`src/rtl/irq_route_pkg.sv`:
```
package irq_route_pkg;

  // One routing entry as held in the table
  typedef struct packed {
    logic       mask;
    logic       level;
    logic       act_low;
    logic       logical;
    logic [2:0] dlv;
    logic [7:0] vec;
    logic [3:0] dest;
  } route_ent_t;

  localparam int LO_VEC_LSB     = 0;
  localparam int LO_DLV_LSB     = 8;
  localparam int LO_LOGICAL_BIT = 11;
  localparam int LO_ACTLOW_BIT  = 13;
  localparam int LO_INSVC_BIT   = 14;
  localparam int LO_LEVEL_BIT   = 15;
  localparam int LO_MASK_BIT    = 16;
  localparam int HI_DEST_LSB    = 24;
  localparam int ID_LSB         = 24;

  localparam route_ent_t ENT_RESET = route_ent_t'({1'b1, 18'd0});

endpackage

```
`src/rtl/irq_route_regs.sv`:
```
module irq_route_regs
  import irq_route_pkg::*;
#(
  parameter int NPINS    = 16,
  parameter int IDX_W    = 8,
  parameter int TBL_BASE = 16,
  parameter int ID_IDX   = 0
) (
  input  logic                    clk,
  input  logic                    rst_n,
  input  logic                    bus_win,
  input  logic                    bus_we,
  input  logic [31:0]             bus_wdata,
  output logic [31:0]             bus_rdata,
  input  logic [NPINS-1:0]        insvc,
  output route_ent_t [NPINS-1:0]  tbl
);

  logic [IDX_W-1:0]       sel_q, sel_d;
  logic                   sel_en;
  logic [3:0]             id_q, id_d;
  logic                   id_en;
  route_ent_t [NPINS-1:0] tbl_q, tbl_d;
  logic                   tbl_en;
  logic                   win_wr;
  logic [IDX_W-1:0]       off;
  logic                   in_tbl;
  logic                   hi_half;
  logic [IDX_W-2:0]       ent_idx;
  logic [31:0]            win_rd;
  logic                   unused_wbits;

  assign unused_wbits = ^{bus_wdata[31:28], bus_wdata[23:17], bus_wdata[14], bus_wdata[12]};

  assign win_wr  = bus_win & bus_we;
  assign off     = sel_q - IDX_W'(TBL_BASE);
  assign in_tbl  = (sel_q >= IDX_W'(TBL_BASE)) && (off < IDX_W'(2 * NPINS));
  assign hi_half = off[0];
  assign ent_idx = off[IDX_W-1:1];

  // next state
  assign sel_en = bus_we & ~bus_win;
  assign sel_d  = bus_wdata[IDX_W-1:0];
  assign id_en  = win_wr && (sel_q == IDX_W'(ID_IDX));
  assign id_d   = bus_wdata[ID_LSB +: 4];
  assign tbl_en = win_wr & in_tbl;

  always_comb begin
    tbl_d = tbl_q;
    for (int p = 0; p < NPINS; p++) begin
      if (in_tbl && ent_idx == (IDX_W-1)'(p)) begin
        if (hi_half) begin
          tbl_d[p].dest = bus_wdata[HI_DEST_LSB +: 4];
        end else begin
          tbl_d[p].vec     = bus_wdata[LO_VEC_LSB +: 8];
          tbl_d[p].dlv     = bus_wdata[LO_DLV_LSB +: 3];
          tbl_d[p].logical = bus_wdata[LO_LOGICAL_BIT];
          tbl_d[p].act_low = bus_wdata[LO_ACTLOW_BIT];
          tbl_d[p].level   = bus_wdata[LO_LEVEL_BIT];
          tbl_d[p].mask    = bus_wdata[LO_MASK_BIT];
        end
      end
    end
  end

  // read path
  always_comb begin
    win_rd = '0;
    if (sel_q == IDX_W'(ID_IDX)) win_rd[ID_LSB +: 4] = id_q;
    for (int p = 0; p < NPINS; p++) begin
      if (in_tbl && ent_idx == (IDX_W-1)'(p)) begin
        if (hi_half) begin
          win_rd[HI_DEST_LSB +: 4] = tbl_q[p].dest;
        end else begin
          win_rd[LO_VEC_LSB +: 8]  = tbl_q[p].vec;
          win_rd[LO_DLV_LSB +: 3]  = tbl_q[p].dlv;
          win_rd[LO_LOGICAL_BIT]   = tbl_q[p].logical;
          win_rd[LO_ACTLOW_BIT]    = tbl_q[p].act_low;
          win_rd[LO_INSVC_BIT]     = insvc[p];
          win_rd[LO_LEVEL_BIT]     = tbl_q[p].level;
          win_rd[LO_MASK_BIT]      = tbl_q[p].mask;
        end
      end
    end
  end

  assign bus_rdata = bus_win ? win_rd : {{(32-IDX_W){1'b0}}, sel_q};
  assign tbl       = tbl_q;

  // registers
  always_ff @(posedge clk or negedge rst_n) begin
    if (!rst_n) begin
      sel_q <= '0;
      id_q  <= '0;
      for (int p = 0; p < NPINS; p++) tbl_q[p] <= ENT_RESET;
    end else begin
      if (sel_en) sel_q <= sel_d;
      if (id_en)  id_q  <= id_d;
      if (tbl_en) tbl_q <= tbl_d;
    end
  end

endmodule

```
`src/rtl/irq_route_pin.sv`:
```
module irq_route_pin (
  input  logic clk,
  input  logic rst_n,
  input  logic irq,
  input  logic mask,
  input  logic level,
  input  logic act_low,
  input  logic grant,
  input  logic eoi_hit,
  output logic req,
  output logic insvc
);

  logic prev_q, pend_q, insvc_q;
  logic pend_d, insvc_d;
  logic active, rise;

  assign active = irq ^ act_low;
  assign rise   = active & ~prev_q;

  always_comb begin
    if (mask)       req = 1'b0;
    else if (level) req = active & ~insvc_q;
    else            req = pend_q | rise;
  end

  assign pend_d  = level ? 1'b0 : ((pend_q | (rise & ~mask)) & ~grant);
  assign insvc_d = level ? ((insvc_q | grant) & ~eoi_hit) : 1'b0;
  assign insvc   = insvc_q;

  always_ff @(posedge clk or negedge rst_n) begin
    if (!rst_n) begin
      prev_q  <= 1'b0;
      pend_q  <= 1'b0;
      insvc_q <= 1'b0;
    end else begin
      prev_q  <= active;
      pend_q  <= pend_d;
      insvc_q <= insvc_d;
    end
  end

endmodule

```
`src/rtl/irq_route_arb.sv`:
```
module irq_route_arb #(
  parameter int NPINS = 16,
  parameter int PIN_W = 4
) (
  input  logic [NPINS-1:0] req,
  output logic [NPINS-1:0] grant,
  output logic             any,
  output logic [PIN_W-1:0] pin
);

  assign grant = req & (~req + NPINS'(1));
  assign any   = |req;

  always_comb begin
    pin = '0;
    for (int p = 0; p < NPINS; p++) begin
      if (grant[p]) pin = PIN_W'(p);
    end
  end

endmodule

```
`src/rtl/irq_route_ctrl.sv`:
```
module irq_route_ctrl
  import irq_route_pkg::*;
#(
  parameter int NPINS    = 16,
  parameter int IDX_W    = 8,
  parameter int TBL_BASE = 16,
  parameter int ID_IDX   = 0,
  localparam int PIN_W   = $clog2(NPINS)
) (
  input  logic             clk,
  input  logic             rst_n,
  input  logic             bus_win,
  input  logic             bus_we,
  input  logic [31:0]      bus_wdata,
  output logic [31:0]      bus_rdata,
  input  logic [NPINS-1:0] irq_in,
  input  logic             eoi_valid,
  input  logic [PIN_W-1:0] eoi_pin,
  output logic             msg_valid,
  output logic [PIN_W-1:0] msg_pin,
  output logic [7:0]       msg_vector,
  output logic [2:0]       msg_dlv,
  output logic             msg_logical,
  output logic [3:0]       msg_dest,
  output logic             msg_level
);

  logic [1:0]             rst_sync_q;
  logic                   rst_i_n;
  route_ent_t [NPINS-1:0] tbl;
  logic [NPINS-1:0]       req, grant, insvc, eoi_hit;
  logic                   gnt_any;
  logic [PIN_W-1:0]       gnt_pin;
  route_ent_t             gnt_ent;

  // reset: asserted asynchronously, released on the clock
  always_ff @(posedge clk or negedge rst_n) begin
    if (!rst_n) rst_sync_q <= 2'b00;
    else        rst_sync_q <= {rst_sync_q[0], 1'b1};
  end
  assign rst_i_n = rst_sync_q[1];

  irq_route_regs #(
    .NPINS(NPINS), .IDX_W(IDX_W), .TBL_BASE(TBL_BASE), .ID_IDX(ID_IDX)
  ) regs_i (
    .clk(clk), .rst_n(rst_i_n), .bus_win(bus_win), .bus_we(bus_we),
    .bus_wdata(bus_wdata), .bus_rdata(bus_rdata), .insvc(insvc), .tbl(tbl)
  );

  for (genvar p = 0; p < NPINS; p++) begin : g_pin
    assign eoi_hit[p] = eoi_valid && (eoi_pin == PIN_W'(p));
    irq_route_pin pin_i (
      .clk(clk), .rst_n(rst_i_n), .irq(irq_in[p]),
      .mask(tbl[p].mask), .level(tbl[p].level), .act_low(tbl[p].act_low),
      .grant(grant[p]), .eoi_hit(eoi_hit[p]), .req(req[p]), .insvc(insvc[p])
    );
  end

  irq_route_arb #(.NPINS(NPINS), .PIN_W(PIN_W)) arb_i (
    .req(req), .grant(grant), .any(gnt_any), .pin(gnt_pin)
  );

  assign gnt_ent = tbl[gnt_pin];

  // message register
  always_ff @(posedge clk or negedge rst_i_n) begin
    if (!rst_i_n) begin
      msg_valid   <= 1'b0;
      msg_pin     <= '0;
      msg_vector  <= '0;
      msg_dlv     <= '0;
      msg_logical <= 1'b0;
      msg_dest    <= '0;
      msg_level   <= 1'b0;
    end else begin
      msg_valid <= gnt_any;
      if (gnt_any) begin
        msg_pin     <= gnt_pin;
        msg_vector  <= gnt_ent.vec;
        msg_dlv     <= gnt_ent.dlv;
        msg_logical <= gnt_ent.logical;
        msg_dest    <= gnt_ent.dest;
        msg_level   <= gnt_ent.level;
      end
    end
  end

endmodule

```
`config.mk`:
```
export PLATFORM = sky130hd
export DESIGN_NAME = irq_route_ctrl
export DESIGN_NICKNAME = d
export VERILOG_FILES = /design/src/rtl/irq_route_pkg.sv /design/src/rtl/irq_route_regs.sv /design/src/rtl/irq_route_pin.sv /design/src/rtl/irq_route_arb.sv /design/src/rtl/irq_route_ctrl.sv
export SDC_FILE = /design/constraint.sdc
export NUM_CORES = 1
export LEC_CHECK = 0
export ABC_AREA = 1
export BUFFER_PORTS_ARGS = -buffer_cell sky130_fd_sc_hd__buf_2
export CAP_MARGIN = 15
export CORE_ASPECT_RATIO = 1.2
export CORE_MARGIN = 2
export CORE_UTILIZATION = 52
export DETAILED_ROUTE_END_ITERATION = 8
export PLACE_DENSITY = 0.76
export SYNTH_ARGS = -nofsm -noshare
export SYNTH_HDL_FRONTEND = slang
export SYNTH_SLANG_ARGS = --single-unit
```
`constraint.sdc`:
```
create_clock -name clk -period 30.8 [get_ports clk]
set_clock_uncertainty 0.2 [all_clocks]
set_input_delay 4.62 -clock clk [delete_from_list [all_inputs] [get_ports clk]]
set_output_delay 4.62 -clock clk [all_outputs]
set_load 0.01 [all_outputs]
```
==> results of run 1 <==
[placed cells by master (no fill, tap or decap), drive strengths merged, types with 3 or more instances in the layout]
cell / instances
bufinv: 5
clkinv: 16
clkbuf: 61
conb: 13
o211ai: 31
nand3: 307
o22ai: 23
or2: 4
o221ai: 3
inv: 474
o21ai: 478
nand3b: 7
a21oi: 63
dfrtp: 372
o21bai: 7
nor3: 14
buf: 108
nand4: 61
dfstp: 16
o2111ai: 11
nand2: 907
xor2: 6
a221oi: 9
and2: 9
a211oi: 13
nor2: 134
[worst min path at each step]
stage	from	end	slack [ns]	depth (start not counted)
global route	rst_sync_q[0]	rst_sync_q[1]	0.17	0
CTS	rst_sync_q[0]	rst_sync_q[1]	0.16	0
floorplan	rst_sync_q[0]	rst_sync_q[1]	0.13	0
detailed placement	rst_sync_q[0]	rst_sync_q[1]	0.15	0
finish	rst_sync_q[1]	regs_i.tbl[255]	0.15	0
global placement	rst_sync_q[0]	rst_sync_q[1]	0.14	0
[critical path, stage by stage]
cell	delay (ns)
buf_2	0.42
clkinv_1	0.45
a21oi_1	0.31
buf_2	0.18
[cell families (layout without fill, tap and decap cells)]
logic type	after synthesis	after routing	share of synthesized area [%]
DFF	388	388	44.0
buffers and inverters	651	666	11.8
other	2	13	0.0340
adders and majority gates	2	2	0.113
AOI/OAI and AO/OA	644	644	15.8
and+or+nand+nor	1446	1446	28.0
xor gates and xnor gates	6	6	0.238
[final cells by class]
class	count	area [um^2]	share of cell area [%]
Multi-Input combinational cell	2111	9840	40.7
Sequential cell	388	9730	40.3
Inverter	478	1800	7.43
Clock buffer	61	1290	5.32
Tap cell	546	683	2.83
Timing Repair Buffer	108	606	2.50
Clock inverter	19	240	0.993
[metrics by stage]
stage	power [W]	utilization [%]	setup slack [ns]	instances
2_1_floorplan	0.000971	-	19.01	3150
3_3_place_gp	0.00113	54.1	20.06	3630
3_5_place_dp	0.00115	54.1	20.01	3630
4_1_cts	0.00170	57.7	20.00	3710
5_1_grt	0.00180	57.8	19.92	3711
6_report	0.00172	57.8	19.99	3711
[routing by layer]
metal,track usage (%),vias to the layer above
met5,0,-
met4,22.4,0
met3,4.90,336
met2,56.0,1204
met1,42.8,10300
li1,-,10100
[power by group through the flow]
stage	clock network, W	logic [W]	registers, W
4_1_cts	0.000562	0.000567	0.000576
5_1_grt	0.000582	0.000635	0.000581
3_5_place_dp	0	0.000563	0.000585
2_1_floorplan	0	0.000381	0.000590
3_3_place_gp	0	0.000552	0.000583
6_report	0.000558	0.000587	0.000577
[flip-flops by register name, summed over array words and instances, names as in the netlist, 4 cells and up]
name,cells
regs_i.id_q,4
msg_pin,4
g_pin.pin_i.prev_q,16
regs_i.tbl,304
g_pin.pin_i.insvc,16
g_pin.pin_i.pend_q,16
regs_i.sel_q,8
msg_dest,4
msg_vector,8
==> flow_summary_export.csv, run 1 <==
group,metric,value,unit
clock_network,h-tree-depth,2,
route,wl_met2,35200,um
clock_network,insertion_delay,0.59,ns
global_route,grt_max_degree,75,
sta,setup_viol,0,
placement,placed_area,22600,um^2
sta,rsz0062_at_grt,"no",
setup_path,regToRegEndpoint,"msg_vector[1]",
route,wl_per_cell,20.3,um
sta,slew_viol_final,0,
global_route,antenna_found_initial,0,
global_route,grt_usage,34.5,%
die,std_cell_rows,82,
clock_network,cts.clk_slew.worst_paths,0.06,ns
placement,gp_congestion,0.953,
die,io_pins,111,
die,start_util,52.8,%
power,switching_share,39.6,%
synthesis,yosysTopAreaCell,"dfrtp_1",
die,fp.dieW,192,um
route,routed.top_layer,"met4",
clock_network,post_cts_buffers,0,
route,drc,0,
route,wl_met1,28200,um
route,dr_wl_met3,6480,um
setup_path,startpoint,"bus_win",
setup_path,r2r_setup_slack,25.30,ns
synthesis,synth_seq_cells,388,
finish,fin_area,24200,um^2
clock_network,cts-hold-fix-buffers,0,
die,die_h,230,um
setup_path,cp_max_fo,21,
power,p_comb_share,34.1,%
global_route,grt_pass1_wl,117000,um
setup_path,reg2regPathDepth,19,
power,power.density,71.2,nW/um^2
sta,tightest_slew,1.20,ns
power,internal_power,0.00104,W
run,drv_cap,0,
global_route,grt_overflow,0,
synthesis,synthTopCellsByCount,"899 x nand2_1, 455 x o21ai_0, 454 x inv_1",
power,p_seq_share,33.5,%
setup_path,endpoint,"bus_rdata[9]",
sta,holdWs,0.154,ns
finish,fin_nets,3189,
placement,hpwl,50300,um
route,drt_wl_total,75300,um
synthesis,synth_cell_type_count,49,
die,fp.dieArea,44200,um^2
power,leakage,11.2,nW
synthesis,yosysMostFrequentCell,"nand2_1",
setup_path,worstPathRequired,25.98,ns
route,viasPerCell,5.90,
die,design.core.area,41900,um^2
clock_network,cts_sinks,388,
sta,min_period,10.81,ns
sta,period_share,35.1,%
clock_network,clock_path_buffers,3,
finish,n_antenna_cell,0,
synthesis,avgSynthCellArea,7.04,um^2
synthesis,synthTopCellsByArea,"dfrtp_1 42%, nand2_1 15%, o21ai_0 10%, inv_1 7.7%, nand3_1 6.8%",
setup_path,path_class,"input port to primary output",
synthesis,yosys_warnings,0,
power,power.switching,0.000681,W
sta,slew_headroom,19.8,%
synthesis,ys.flop_type,"dfrtp_1",
synthesis,mappedNetlistArea,22100,um^2
placement,numPortBuffers,85,
clock_network,cts_tree,"done",
clock_network,cts_made_buffers,43,
power,ir_drop,0.0579,mV
hold_path,hp-class,"register to async pin",
setup_path,critPathArrivalTime,5.99,ns
outcome,status,"completed",
synthesis,synth_edf_count,0,
clock_network,ctsResizeCount,0,
power,clockPowerShare,32.4,%
setup_path,worstReg2RegStart,"regs_i.tbl[225]",
finish,layout-drive-gt1-share,8.12,%
global_route,grt_pass1_vias,21300,
clock_network,root_buffer,"clkbuf_16",
synthesis,syn_inst,3139,
sta,hold_violations,0,
route,ant_nets,0,
synthesis,synth_top_area_share,42.1,%
sta,setup_tns,0,ns
synthesis,yosysSeqAreaShare,44.0,%
setup_path,cp-start-kind,"input port",
setup_path,cp-end-kind,"primary output",
finish,syn2layout_area_growth,9.35,%
route,drtPass1Iterations,7,
finish,filler_cell_count,3991,
synthesis,async_reset_ff_share,100,%
route,drtIter0Drc,2259,
sta,fmax,92.5,MHz
route,vias,21900,
No activity file was read; power rests on OpenSTA's default activity.
==> run 2: changes to the inputs <==
==> constraint.sdc (replaced) <==
create_clock -name clk -period 10.4 [get_ports clk]
set_clock_uncertainty 0.2 [all_clocks]
set_input_delay 1.56 -clock clk [delete_from_list [all_inputs] [get_ports clk]]
set_output_delay 1.56 -clock clk [all_outputs]
set_load 0.01 [all_outputs]
==> run 2 against run 1 <==
  * Hold slack better by 0.010 ns
  * Utilization about the same
  * Critical path depth rose by 13
  * Sequential power increased to 3.0 times the previous value
  * Routed wire length is 0.30% higher
  * Setup slack worse by 17 ns
  * Critical path type is now register to primary output
  * Critical endpoint unchanged
  * Highest routed layer unchanged
==> flow_summary_export.csv, run 2 (synthesis gave the netlist of run 1 again) <==
group,metric,value,unit
placement,numPortBuffers,85,
route,drtPass1Iterations,7,
setup_path,reg2regPathDepth,18,
global_route,grt_usage,34.4,%
clock_network,ctsResizeCount,0,
hold_path,holdPathStages,0,
setup_path,cp_slowest_stage_delay,0.88,ns
global_route,grt_pass1_wl,116000,um
clock_network,h-tree-depth,2,
setup_path,cp-end-kind,"primary output",
die,fp.dieArea,44200,um^2
setup_path,path_cells,"inv_2, ha_1, inv_1, nor2_1, nand2_1, nor2_4, nand3_1, nor2_1, inv_1, nor2_1, clkinv_1, o21ai_0, inv_1, nand2_1, nand2_1, a21oi_1, buf_2",
sta,rsz0062_at_grt,"no",
power,switching_share,39.7,%
finish,largest_reg_flops,304,
die,io_pins,111,
placement,pre_cts_slack,3.56,ns
sta,fmax,143,MHz
sta,slew_viol_final,0,
power,power.density,210,nW/um^2
route,drtIter0Drc,2406,
die,fp.dieW,192,um
clock_network,cts.clk_slew.worst_paths,0.06,ns
route,wl_met2,35500,um
sta,hold_violations,0,
power,clockPowerShare,32.0,%
setup_path,cp_max_fo,11,
sta,finalWorstSetupSlack,3.42,ns
finish,fin_nets,3190,
outcome,status,"completed",
setup_path,crit_family,"simple AND/OR/NAND/NOR gates",
setup_path,cp_num_buf_inv,6,
setup_path,critPathArrivalTime,5.22,ns
global_route,grt_max_degree,181,
clock_network,cts_tree,"done",
route,ant_nets,0,
sta,tightest_slew,1.15,ns
sta,min_period,6.98,ns
die,die_h,230,um
finish,multi_input_area,9840,um^2
sta,setup_tns,0,ns
placement,dp_cells,3630,
clock_network,cts_sinks,388,
finish,seqCellArea,9730,um^2
clock_network,root_buffer,"clkbuf_16",
power,internal_power,0.00306,W
global_route,grt_overflow,0,
finish,filler_cell_count,3953,
route,wl_met1,28500,um
setup_path,cp_slowest_cell,"nor2_1",
die,start_util,52.8,%
placement,placed_area,22700,um^2
global_route,grt_pass1_vias,21100,
sta,period_share,67.1,%
route,viasPerCell,5.86,
setup_path,worstPathRequired,8.64,ns
die,std_cell_rows,82,
route,wl_per_cell,20.3,um
sta,slew_headroom,23.1,%
finish,final_common_cell,"nand2_1",
clock_network,post_cts_buffers,0,
power,p_comb_share,34.3,%
placement,hpwl,50300,um
sta,holdWs,0.164,ns
finish,n_antenna_cell,0,
setup_path,cp-start-kind,"register",
die,design.core.area,41900,um^2
finish,fin_area,24200,um^2
sta,setup_viol,0,
finish,layout-drive-gt1-share,7.96,%
clock_network,insertion_delay,0.60,ns
clock_network,cts_made_buffers,43,
route,vias,21800,
power,p_seq_share,33.8,%
route,drc,0,
placement,gp_congestion,0.952,
finish,layout_common_cells,"899 x nand2_1, 455 x o21ai_0, 454 x inv_1, 371 x dfrtp_1, 301 x nand3_1",
power,ir_drop,0.145,mV
clock_network,cts-hold-fix-buffers,0,
power,power.switching,0.00201,W
route,dr_wl_met3,6250,um
power,leakage,11.2,nW
clock_network,clock_path_buffers,3,
finish,fin_cells,3711,
setup_path,path_class,"register to primary output",
setup_path,crit_cells,17,
route,drt_wl_total,75500,um
run,drv_cap,0,
route,routed.top_layer,"met4",
finish,syn2layout_area_growth,9.34,%
global_route,antenna_found_initial,0,
hold_path,hp-class,"register to register",
run 2: layer usage:
metal	vias up	track usage, %
met5	-	0
met4	0	23.0
met3	310	4.59
met2	1151	56.1
met1	10200	42.4
li1	10100	-
run 2: final timing paths:
kind	start	endpoint	slack, ns
max reg2reg	regs_i.tbl[225]	msg_vector[3]	5.32
min reg2reg	rst_sync_q[0]	rst_sync_q[1]	0.16
min in group asynchronous	rst_sync_q[1]	regs_i.tbl[234]	0.20
min	rst_sync_q[0]	rst_sync_q[1]	0.16
max in group asynchronous	rst_sync_q[1]	g_pin[1].pin_i.insvc	7.36
max	regs_i.sel_q[4]	bus_rdata[9]	3.42
run 2: metrics by stage:
stage | power [W] | util [%]
finish | 0.00507 | 57.8
detailed placement | 0.00340 | 54.1
global placement | 0.00336 | 54.1
floorplan | 0.00287 | -
CTS | 0.00501 | 57.7
global route | 0.00529 | 57.8
run 2: final cells by class:
class	instances	share of cell area (%)
multi-input combinational	2111	40.7
clock inverter	12	0.725
timing repair buffer	109	2.67
tap	546	2.83
inverter	478	7.43
clock buffer	67	5.41
sequential	388	40.3
run 2: power by group through the flow:
stage | sequential, W | combinational [W] | clock, W
floorplan | 0.00175 | 0.00113 | 0
global placement | 0.00173 | 0.00163 | 0
detailed placement | 0.00173 | 0.00166 | 0
CTS | 0.00171 | 0.00167 | 0.00163
global route | 0.00172 | 0.00187 | 0.00169
finish | 0.00171 | 0.00174 | 0.00162
==> run 3: changes to the inputs <==
==> constraint.sdc (replaced) <==
create_clock -name clk -period 7.2 [get_ports clk]
set_clock_uncertainty 0.2 [all_clocks]
set_input_delay 1.08 -clock clk [delete_from_list [all_inputs] [get_ports clk]]
set_output_delay 1.08 -clock clk [all_outputs]
set_load 0.01 [all_outputs]
==> run 3 against run 2 <==
  * Sequential power rose by 45%
  * Flip-flop and latch count unchanged
  * Clock power increased by 38%
  * Global-route usage shrank 0.25 points
  * Register-to-register slack worse by 3.1 ns
  * Clock-buffer cell count down 6
  * Setup slack worse by 2.1 ns
  * Combinational power is 47% higher
  * Sequential share of layout area barely moved
  * Hold slack got worse by 0.093 ns
  * Via count hardly changed
  * Highest routed layer unchanged
  * Cell area increased by 0.11%
==> flow_summary_export.csv, run 3 (synthesis gave the netlist of run 1 again) <==
group,metric,value,unit
outcome,status,"completed",
sta,min_period,5.89,ns
power,leakage,11.2,nW
die,die_h,230,um
global_route,grt_usage,34.1,%
sta,setup_tns,0,ns
placement,gp_congestion,0.932,
sta,period_share,81.7,%
placement,numPortBuffers,85,
clock_network,clock_path_buffers,3,
clock_network,cts_tree,"done",
placement,pre_cts_slack,1.62,ns
sta,slew_viol_final,0,
die,fp.dieW,192,um
setup_path,endpoint,"bus_rdata[9]",
setup_path,startpoint,"regs_i.sel_q[4]",
clock_network,root_buffer,"clkbuf_16",
finish,syn2layout_area_growth,9.46,%
global_route,grt_pass1_wl,116000,um
power,power.density,301,nW/um^2
setup_path,critPathArrivalTime,4.61,ns
die,fp.dieArea,44200,um^2
power,ir_drop,0.212,mV
sta,setup_viol,0,
setup_path,reg2regPathDepth,18,
route,drtPass1Iterations,6,
sta,fmax,170,MHz
finish,final_common_cell,"nand2_1",
finish,filler_cell_count,3945,
route,drc,0,
setup_path,crit_cells,18,
setup_path,cp_num_buf_inv,7,
run,drv_cap,0,
setup_path,r2r_setup_slack,2.20,ns
route,drt_wl_total,74800,um
die,start_util,52.8,%
setup_path,worstReg2RegStart,"regs_i.tbl[225]",
clock_network,insertion_delay,0.59,ns
route,ant_nets,0,
finish,fin_nets,3194,
die,io_pins,111,
route,viasPerCell,5.85,
clock_network,cts_sinks,388,
setup_path,cp-start-kind,"register",
setup_path,path_class,"register to primary output",
setup_path,cp-end-kind,"primary output",
sta,tightest_slew,1.17,ns
clock_network,cts.clk_slew.worst_paths,0.06,ns
setup_path,regToRegEndpoint,"msg_vector[7]",
setup_path,crit_family,"simple AND/OR/NAND/NOR gates",
clock_network,cts_made_buffers,44,
clock_network,post_cts_buffers,0,
finish,layout-drive-gt1-share,8.27,%
sta,holdWs,0.0711,ns
finish,largest_reg_flops,304,
global_route,grt_max_degree,142,
die,design.core.area,41900,um^2
route,vias,21800,
sta,finalWorstSetupSlack,1.31,ns
setup_path,cp_max_fo,11,
clock_network,cts-hold-fix-buffers,0,
clock_network,ctsResizeCount,0,
route,wl_per_cell,20.1,um
setup_path,cp_slowest_cell,"dfrtp_1",
global_route,grt_overflow,0,
finish,layout_common_cells,"899 x nand2_1, 455 x o21ai_0, 454 x inv_1, 371 x dfrtp_1, 301 x nand3_1",
setup_path,cp_slowest_stage_delay,0.50,ns
setup_path,path_cells,"inv_2, ha_1, inv_1, nor2_1, nand2_1, nor2_4, nand3_1, nor2_1, inv_1, nor2_1, buf_4, clkinv_1, o21ai_0, inv_1, nand2_1, nand2_1, a21oi_1, buf_2",
finish,n_antenna_cell,0,
placement,hpwl,50800,um
hold_path,hp-class,"input port to async pin",
setup_path,worstPathRequired,5.92,ns
sta,hold_violations,0,
clock_network,h-tree-depth,2,
global_route,grt_pass1_vias,21200,
die,std_cell_rows,82,
sta,slew_headroom,22.0,%
route,drtIter0Drc,2114,
global_route,antenna_found_initial,0,
sta,rsz0062_at_grt,"no",
run 3: cell count changes in the layout (fill, tap and decap cells not counted), moves of 2 or more:
cell        change
clkinvlp_4      +4
clkinv_2        +5
bufinv_16       -3
buf_4           -2
clkbuf_1        -6
inv_6           +2
buf_12          +3
run 3: how the worst min path moves through the flow:
| stage | startpoint | end | depth (start not counted) |
|---|---|---|---|
| detailed placement | rst_sync_q[0] | rst_sync_q[1] | 0 |
| CTS | rst_n | rst_sync_q[1] | 1 |
| floorplan | rst_sync_q[0] | rst_sync_q[1] | 0 |
| finish | rst_n | rst_sync_q[1] | 1 |
| global placement | rst_sync_q[0] | rst_sync_q[1] | 0 |
| global route | rst_n | rst_sync_q[1] | 1 |
run 3: cell type report:
class / instances / area, um^2 / area share (%)
clock buffer: 61 / 1300 / 5.36
clock inverter: 19 / 141 / 0.584
inverter: 478 / 1800 / 7.42
multi-input combinational: 2111 / 9840 / 40.6
sequential: 388 / 9730 / 40.2
tap: 546 / 683 / 2.82
timing repair buffer: 112 / 717 / 2.96
run 3: power breakdown:
part | switching [W] | internal (W)
sequential | 0.000121 | 0.00235
combinational | 0.00186 | 0.000697
clock | 0.000949 | 0.00130
run 3: through the flow:
step           cells  instance area, um^2  power, W  util (%)
2_1_floorplan   3150                22200   0.00415         -
3_3_place_gp    3630                22700   0.00492      54.2
3_5_place_dp    3631                22700   0.00498      54.2
4_1_cts         3711                24100   0.00723      57.7
5_1_grt         3715                24200   0.00761      57.8
6_report        3715                24200   0.00727      57.8
run 3: metal layers:
layer | track usage [%] | wire (um)
met1 | 42.3 | 28700
met2 | 55.9 | 35400
met3 | 4.33 | 5690
met4 | 22.3 | 4940
met5 | 0 | 0
